$ cat src/rtl/nirq_pkg.sv
package nirq_pkg;
  localparam int NUM_SRC        = 64;
  localparam int PRIO_W         = 4;
  localparam int WORD_W         = 32;
  localparam int SLOTS_PER_WORD = WORD_W / PRIO_W;
  localparam int NUM_WORDS      = NUM_SRC / SLOTS_PER_WORD;
  localparam int IDX_W          = $clog2(NUM_SRC);
  localparam int STAT_W         = 32;
  localparam int IDX_LSB        = 16;
  localparam int TREE_LVLS      = IDX_W;
  localparam int MID_LVL        = TREE_LVLS / 2;

  typedef struct packed {
    logic             valid;
    logic [IDX_W-1:0] idx;
    logic [PRIO_W-1:0] prio;
  } node_t;

  typedef struct packed {
    logic respond;
  } ctrlStrobe_t;

  // Upper child wins ties so the larger source number prevails.
  function automatic node_t pickNode(input node_t lo, input node_t hi);
    if (hi.valid && (!lo.valid || hi.prio >= lo.prio)) return hi;
    return lo;
  endfunction

  function automatic int nodeDepth(input int n);
    int d;
    d = 0;
    while ((1 << (d + 1)) <= n) d++;
    return d;
  endfunction
endpackage

$ cat src/rtl/nirq_tree.sv
module nirq_tree
  import nirq_pkg::*;
(
  input  logic                        clk,
  input  logic                        rstN,
  input  logic [NUM_SRC-1:0]          candVec,
  input  logic [NUM_WORDS*WORD_W-1:0] prioFlat,
  input  ctrlStrobe_t                 strobe,
  output logic                        resValid,
  output logic [IDX_W-1:0]            resIdx,
  output logic [PRIO_W-1:0]           resPrio,
  output logic [STAT_W-1:0]           statWord,
  output logic [NUM_SRC-1:0]          clrPulse
);
  localparam int MID_BASE  = 1 << MID_LVL;
  localparam int MID_NODES = 1 << MID_LVL;
  localparam int HEAP_TOP  = 2 * NUM_SRC - 1;

  node_t heap [1:HEAP_TOP];
  node_t midQ [0:MID_NODES-1];
  node_t resQ;

  // Leaves: source i sits at heap position NUM_SRC+i.
  for (genvar i = 0; i < NUM_SRC; i++) begin : g_leaf
    localparam int WRD  = i / SLOTS_PER_WORD;
    localparam int SLOT = i % SLOTS_PER_WORD;
    assign heap[NUM_SRC+i] = node_t'{
      valid: candVec[i],
      idx:   IDX_W'(i),
      prio:  prioFlat[WRD*WORD_W + SLOT*PRIO_W +: PRIO_W]
    };
  end

  // Inner nodes: combinational except the registered midpoint level.
  for (genvar n = 1; n < NUM_SRC; n++) begin : g_node
    if (nodeDepth(n) == MID_LVL) begin : g_mid
      assign heap[n] = midQ[n-MID_BASE];
    end else begin : g_comb
      assign heap[n] = pickNode(heap[2*n], heap[2*n+1]);
    end
  end

  always_ff @(posedge clk) begin
    if (!rstN) begin
      for (int k = 0; k < MID_NODES; k++) midQ[k] <= '0;
      resQ <= '0;
    end else begin
      for (int k = 0; k < MID_NODES; k++)
        midQ[k] <= pickNode(heap[2*(MID_BASE+k)], heap[2*(MID_BASE+k)+1]);
      resQ <= heap[1];
    end
  end

  assign resValid = resQ.valid;
  assign resIdx   = resQ.idx;
  assign resPrio  = resQ.prio;

  always_comb begin
    statWord = '0;
    clrPulse = '0;
    if (strobe.respond) begin
      if (resQ.valid) begin
        statWord = (STAT_W'(resQ.idx) << IDX_LSB) | STAT_W'(resQ.prio);
        clrPulse[resQ.idx] = 1'b1;
      end else begin
        statWord = '1;
      end
    end
  end

  // Checks local to the datapath.
  logic [1:0] primeCnt;
  always_ff @(posedge clk) begin
    if (!rstN) primeCnt <= '0;
    else if (primeCnt != 2'd2) primeCnt <= primeCnt + 2'd1;
  end

  a_r9_valid_follows_inputs: assert property (@(posedge clk) disable iff (!rstN)
    (primeCnt == 2'd2) |-> (resValid == (|$past(candVec, 2))));

  a_r8_clear_onehot: assert property (@(posedge clk) disable iff (!rstN)
    $onehot0(clrPulse));

  a_r8_clear_at_winner: assert property (@(posedge clk) disable iff (!rstN)
    (|clrPulse) |-> (strobe.respond && resValid && clrPulse[resIdx]));

  a_r5_empty_status: assert property (@(posedge clk) disable iff (!rstN)
    (strobe.respond && !resValid) |-> (statWord == '1 && clrPulse == '0));
endmodule

$ cat src/rtl/nirq_ctrl.sv
module nirq_ctrl
  import nirq_pkg::*;
(
  input  logic        clk,
  input  logic        rstN,
  input  logic        rdReq,
  output logic        rdAck,
  output ctrlStrobe_t strobe
);
  typedef enum logic [1:0] {ST_IDLE, ST_LOOKUP, ST_RESPOND} rdState_t;
  rdState_t state;

  always_ff @(posedge clk) begin
    if (!rstN) begin
      state <= ST_IDLE;
    end else begin
      unique case (state)
        ST_IDLE:    if (rdReq) state <= ST_LOOKUP;
        ST_LOOKUP:  state <= ST_RESPOND;
        ST_RESPOND: state <= ST_IDLE;
        default:    state <= ST_IDLE;
      endcase
    end
  end

  assign rdAck          = (state == ST_RESPOND);
  assign strobe.respond = (state == ST_RESPOND);

  a_r7_ack_single: assert property (@(posedge clk) disable iff (!rstN)
    rdAck |=> !rdAck);

  a_r7_ack_two_later: assert property (@(posedge clk) disable iff (!rstN)
    (state == ST_IDLE && rdReq) |=> (!rdAck ##1 rdAck));
endmodule

$ cat src/rtl/nirq_resolver.sv
module nirq_resolver
  import nirq_pkg::*;
(
  input  logic                        clk,
  input  logic                        rstN,
  input  logic [NUM_SRC-1:0]          candVec,
  input  logic [NUM_WORDS*WORD_W-1:0] prioFlat,
  input  logic                        rdReq,
  output logic                        rdAck,
  output logic [STAT_W-1:0]           rdData,
  output logic [NUM_SRC-1:0]          clrPulse,
  output logic                        resValid,
  output logic [IDX_W-1:0]            resIdx,
  output logic [PRIO_W-1:0]           resPrio
);
  ctrlStrobe_t strobe;

  nirq_ctrl u_ctrl (
    .clk    (clk),
    .rstN   (rstN),
    .rdReq  (rdReq),
    .rdAck  (rdAck),
    .strobe (strobe)
  );

  nirq_tree u_tree (
    .clk      (clk),
    .rstN     (rstN),
    .candVec  (candVec),
    .prioFlat (prioFlat),
    .strobe   (strobe),
    .resValid (resValid),
    .resIdx   (resIdx),
    .resPrio  (resPrio),
    .statWord (rdData),
    .clrPulse (clrPulse)
  );

  a_r10_quiet_in_reset: assert property (@(posedge clk)
    !rstN |=> (!rdAck && clrPulse == '0 && !resValid) || !rstN);
endmodule

$ cat config.mk
export PLATFORM = sky130hd
export DESIGN_NAME = nirq_resolver
export DESIGN_NICKNAME = d
export VERILOG_FILES = /design/src/rtl/nirq_pkg.sv /design/src/rtl/nirq_tree.sv /design/src/rtl/nirq_ctrl.sv /design/src/rtl/nirq_resolver.sv
export SDC_FILE = /design/constraint.sdc
export NUM_CORES = 1
export LEC_CHECK = 0
export BUFFER_PORTS_ARGS = -buffer_cell sky130_fd_sc_hd__buf_2
export CAP_MARGIN = 0
export CORE_MARGIN = 2
export CORE_UTILIZATION = 30
export DETAILED_ROUTE_END_ITERATION = 10
export GPL_TIMING_DRIVEN = 0
export HOLD_SLACK_MARGIN = 0.06
export PLACE_DENSITY_LB_ADDON = 0.08
export SYNTH_ARGS = -nofsm -noshare
export SYNTH_HDL_FRONTEND = slang
export SYNTH_SLANG_ARGS = --single-unit
$ cat constraint.sdc
create_clock -name clk -period 5.7 [get_ports clk]
set_input_delay 0.57 -clock clk [delete_from_list [all_inputs] [get_ports clk]]
set_output_delay 0.57 -clock clk [all_outputs]
set_load 0.05 [all_outputs]
==> flow_metrics.env <==
export IMPL_worst_reg2reg_path_depth=25
export IMPL_min_to="u_ctrl.state[0]"
export IMPL_numPlacedInstances=3026
export IMPL_hold_violations=0
export IMPL_clock_sinks=78
export IMPL_initial_core_util_pct=30.5
export IMPL_period_share_pct=93.5
export IMPL_timing_critical_path_slowest_cell_delay_ps=500
export IMPL_report_final_slew_viol_count=0
export IMPL_hold_path_class="register to register"
export IMPL_clockPowerShare_pct=11.3
export IMPL_critical_path_required_ps=5910
export IMPL_share_comb_of_total_power_pct=70.7
export IMPL_critical_path_class="primary input to register"
export IMPL_area_growth_syn_to_layout_pct=22.6
export IMPL_min_hold_slack_ps=433
export IMPL_power_switching_fraction_pct=49.1
export IMPL_pre_cts_ws_ps=115
export IMPL_finalWorstSetupSlack_ps=373
export IMPL_timing_critical_path_arrival_ps=5530
export IMPL_yosysUniqueCellTypes=74
export IMPL_slew_limit_headroom_pct=38.7
export IMPL_placementRows=79
export IMPL_later_pin_clock_latency_in_the_skew_report_ps=340
export IMPL_core_area_mm2=0.0466
export IMPL_clk_path_buf_depth=2
export IMPL_grt_max_degree=23
export IMPL_finalSetupViolCount=0
export IMPL_post_dp_hpwl_mm=44.5
export IMPL_utilization_pct=37.3
export IMPL_crit_slowest_cell="a211oi_1"
export IMPL_power_switching_mw=2.36
export IMPL_clock_tree_from_tritoncts="done"
export IMPL_insertedDiodeCount=0
export IMPL_die_width_um=221
export IMPL_layout_cells_non_filler=3041
export IMPL_final_antenna_net_count=0
export IMPL_post_synth_instance_area_mm2=0.0142
export IMPL_total_leakage_power_nw=8.76
export IMPL_crit_path_time_final_ps=5330
export IMPL_ys_warn_count=0
export IMPL_gpl_final_weighted_congestion=0.933
export IMPL_synth_async_reset_ratio_pct=0
export IMPL_numPortBuffers=423
export IMPL_critical_path_peak_fanout=8
export IMPL_synthCells=1995
export IMPL_floorplan_die_area_mm2=0.0490
export IMPL_remaining_drc_errors=0
export IMPL_tightestPinTransition_ps=919
export IMPL_synth_edf_count=0
export IMPL_drt_wirelength_per_cell_um=16.7
export IMPL_synth_fp_nets=2570
export IMPL_timing_rr_start="u_tree.midQ[0][46]"
export IMPL_seqPwrFrac_pct=18.0
export IMPL_critical_path_most_common_cell="ha_1"
export IMPL_pwr_density_cell_mw_per_mm2=277
export IMPL_detail_route_wirelength_mm=50.9
export IMPL_internal_power_mw=2.45
export IMPL_grt_use_total_pct=19.9
export IMPL_syn_mean_instance_area_um2=7.11
export IMPL_dieHeight_um=221
export IMPL_worst_hold_startpoint="u_ctrl.state[0]"
export IMPL_clock_skew_ps=6.97
export IMPL_cts_resized=0
export IMPL_ios=431
export IMPL_grt_overflow=0
export IMPL_worst_hold_path_num_cells=1
export IMPL_setup_tns_ps=0
export IMPL_crit_buf_inv=4
export IMPL_r2r_end="u_tree.resIdx[1]"
export IMPL_cpLargestDelayFamily="compound AO/OA/AOI/OAI gates"
export IMPL_drt_first_pass_iters=5
export IMPL_cap_violations=0
export IMPL_first_global_vias=15309
export IMPL_antenna_violations_before_repair=2
export IMPL_route_vias_total=15802
export IMPL_status="finished clean"
export IMPL_max_vdd_ir_drop_mv=0.201
export IMPL_layout_cells_most_common_list="424 x buf_2, 252 x ha_1, 208 x inv_1, 182 x nor2_1, 159 x nand2_1"
export IMPL_rsz0062_at_grt="no"
export IMPL_number_of_h_tree_branching_levels=3
export IMPL_critical_path_cell_chain="buf_2 -> inv_1 -> ha_1 -> nor2b_1 -> o21ai_1 -> a211o_1 -> and3_1 -> or2_2 -> ha_1 -> a21o_1 -> a211oi_1 -> or2_1 -> clkbuf_1 -> a211oi_1 -> or2_1 -> ha_1 -> nand2b_1 -> a21o_1 -> a2111oi_0 -> nor3_1 -> nand2_1 -> clkinv_1 -> o2bb2ai_1"
export IMPL_ys_dominant_reg_cell="dfxtp_1"
export IMPL_vias_per_cell=5.20
export IMPL_seq_area_frac_synth_pct=11.0
export IMPL_tritoncts_num_buffers=9
export IMPL_fin_nets=3004
export IMPL_initial_drc_count=696
export IMPL_cts_root_buf="clkbuf_16"
export IMPL_reg2reg_slack_ps=450
export IMPL_share_of_final_layout_standard_cells_stronger_than_drive_strength_1_pct=21.3
export IMPL_synth_ff_latch_count=78
export IMPL_cts_hold_buffers=0
export IMPL_cp_end_kind="register"
export IMPL_cts_setup_buffers=0
export IMPL_startpoint_type="primary input"
export IMPL_clk_pin_slew_worst_paths_ps=60
export IMPL_layout_cells_most_common="buf_2"
export IMPL_highest_achievable_clock_rate_mhz=188
export IMPL_grt_first_pass_wirelength_mm=80.7
## synthesized netlist by cell type, types with 11 or more instances
cell type / n / area, um2
a211oi_1: 56 / 420
a21boi_0: 13 / 97.6
a21o_1: 36 / 270
a21oi_1: 143 / 716
a311oi_1: 15 / 131
a31oi_1: 17 / 106
and2_1: 31 / 194
and3_1: 34 / 213
buf_4: 21 / 158
clkbuf_1: 69 / 259
dfxtp_1: 78 / 1560
ha_1: 252 / 3150
inv_1: 208 / 781
mux2_2: 13 / 146
mux2i_1: 14 / 140
nand2_1: 160 / 601
nand2b_1: 74 / 463
nand3_1: 14 / 70.1
nand3b_1: 12 / 90.1
nand4_1: 14 / 87.6
nor2_1: 183 / 687
nor2b_1: 42 / 263
nor3_1: 26 / 130
nor4_1: 14 / 87.6
o21a_1: 42 / 315
o21ai_0: 46 / 230
o21ai_1: 47 / 235
o22ai_1: 69 / 432
o2bb2ai_1: 19 / 166
o32a_1: 16 / 160
o32ai_1: 24 / 210
or2_1: 24 / 150
or2_2: 16 / 100
or3_1: 11 / 68.8
## power groups by stage
stage               clock, mW  combinational, mW  sequential, mW
detailed placement          0               3.35           0.874
CTS                     0.558               3.37           0.866
finish                  0.545               3.40           0.865
floorplan                   0               2.38           0.877
global route            0.584               3.83           0.882
global placement            0               3.29           0.878
## cells by family after synthesis
group,count (synthesis),synth area share (%)
multiplexers,33,2.50
AND/OR/NAND/NOR,668,23.5
AO/OA/AOI/OAI,659,32.1
buffers and inverters,305,8.69
adder cells (fa/ha/maj),252,22.2
flip-flops,78,11.0
## state kept, by name (all words and copies together) (netlist names)
| signal | count |
|---|---|
| u_ctrl.state | 2 |
| u_tree.midQ | 65 |
| u_tree.resIdx | 6 |
| u_tree.resPrio | 4 |
| u_tree.resValid | 1 |
## worst register-to-register path: stages (launching register included)
cell and delay (ps):
dfxtp_1 370, inv_1 60, ha_1 290, a21oi_1 150
o21ai_1 120, a21oi_4 270, nand2b_1 190, clkbuf_2 250
a21o_1 150, ha_1 210, nand2b_1 150, a211oi_1 220
o21ai_1 150, o21a_1 160, clkbuf_1 250, and2_1 240
or2_1 230, ha_1 270, nand2b_1 90, a21o_1 130
a2111oi_1 70, or3_1 340, buf_2 170, or2_1 220
buf_6 140, o32ai_2 270
## worst max path at each step
| stage | cells past startpoint | to | from | slack (ps) |
|---|---|---|---|---|
| after global routing | 23 | u_tree.midQ[0][0] | prioFlat[26] | 20 |
| after global placement | 22 | u_tree.midQ[0][0] | prioFlat[28] | 80 |
| after detailed placement | 22 | u_tree.midQ[0][0] | prioFlat[28] | 120 |
| after CTS | 22 | u_tree.resPrio[1] | u_tree.midQ[0][2] | 150 |
| final | 23 | u_tree.midQ[0][56] | prioFlat[188] | 370 |
| after floorplan | 22 | u_tree.midQ[0][56] | prioFlat[186] | 780 |
## through the flow
step | power [mW] | area, um2
floorplan | 3.26 | 14200
global placement | 4.17 | 17100
detailed placement | 4.22 | 17100
CTS | 4.79 | 17400
global route | 5.29 | 17400
finish | 4.81 | 17400
## per-layer routing
metal	share of wire (%)	vias up	track usage, %
met1	48	7208	26.6
met3	3.8	45	2.07
met4	1.8	4	3.94
met5	0.051	-	0
met2	46	383	34.6
li1	-	8162	-
## layout make-up
class                      count  area [um2]
buffer                        92         435
clock inverter                 7        57.6
multi-input combinational   1612       11400
inverter                     212         796
timing repair buffer         424        2130
fill                        5062       29200
clock buffer                   9         225
tap                          607         759
sequential                    78        1560
Note: power is estimated with default switching activity, not from simulation.
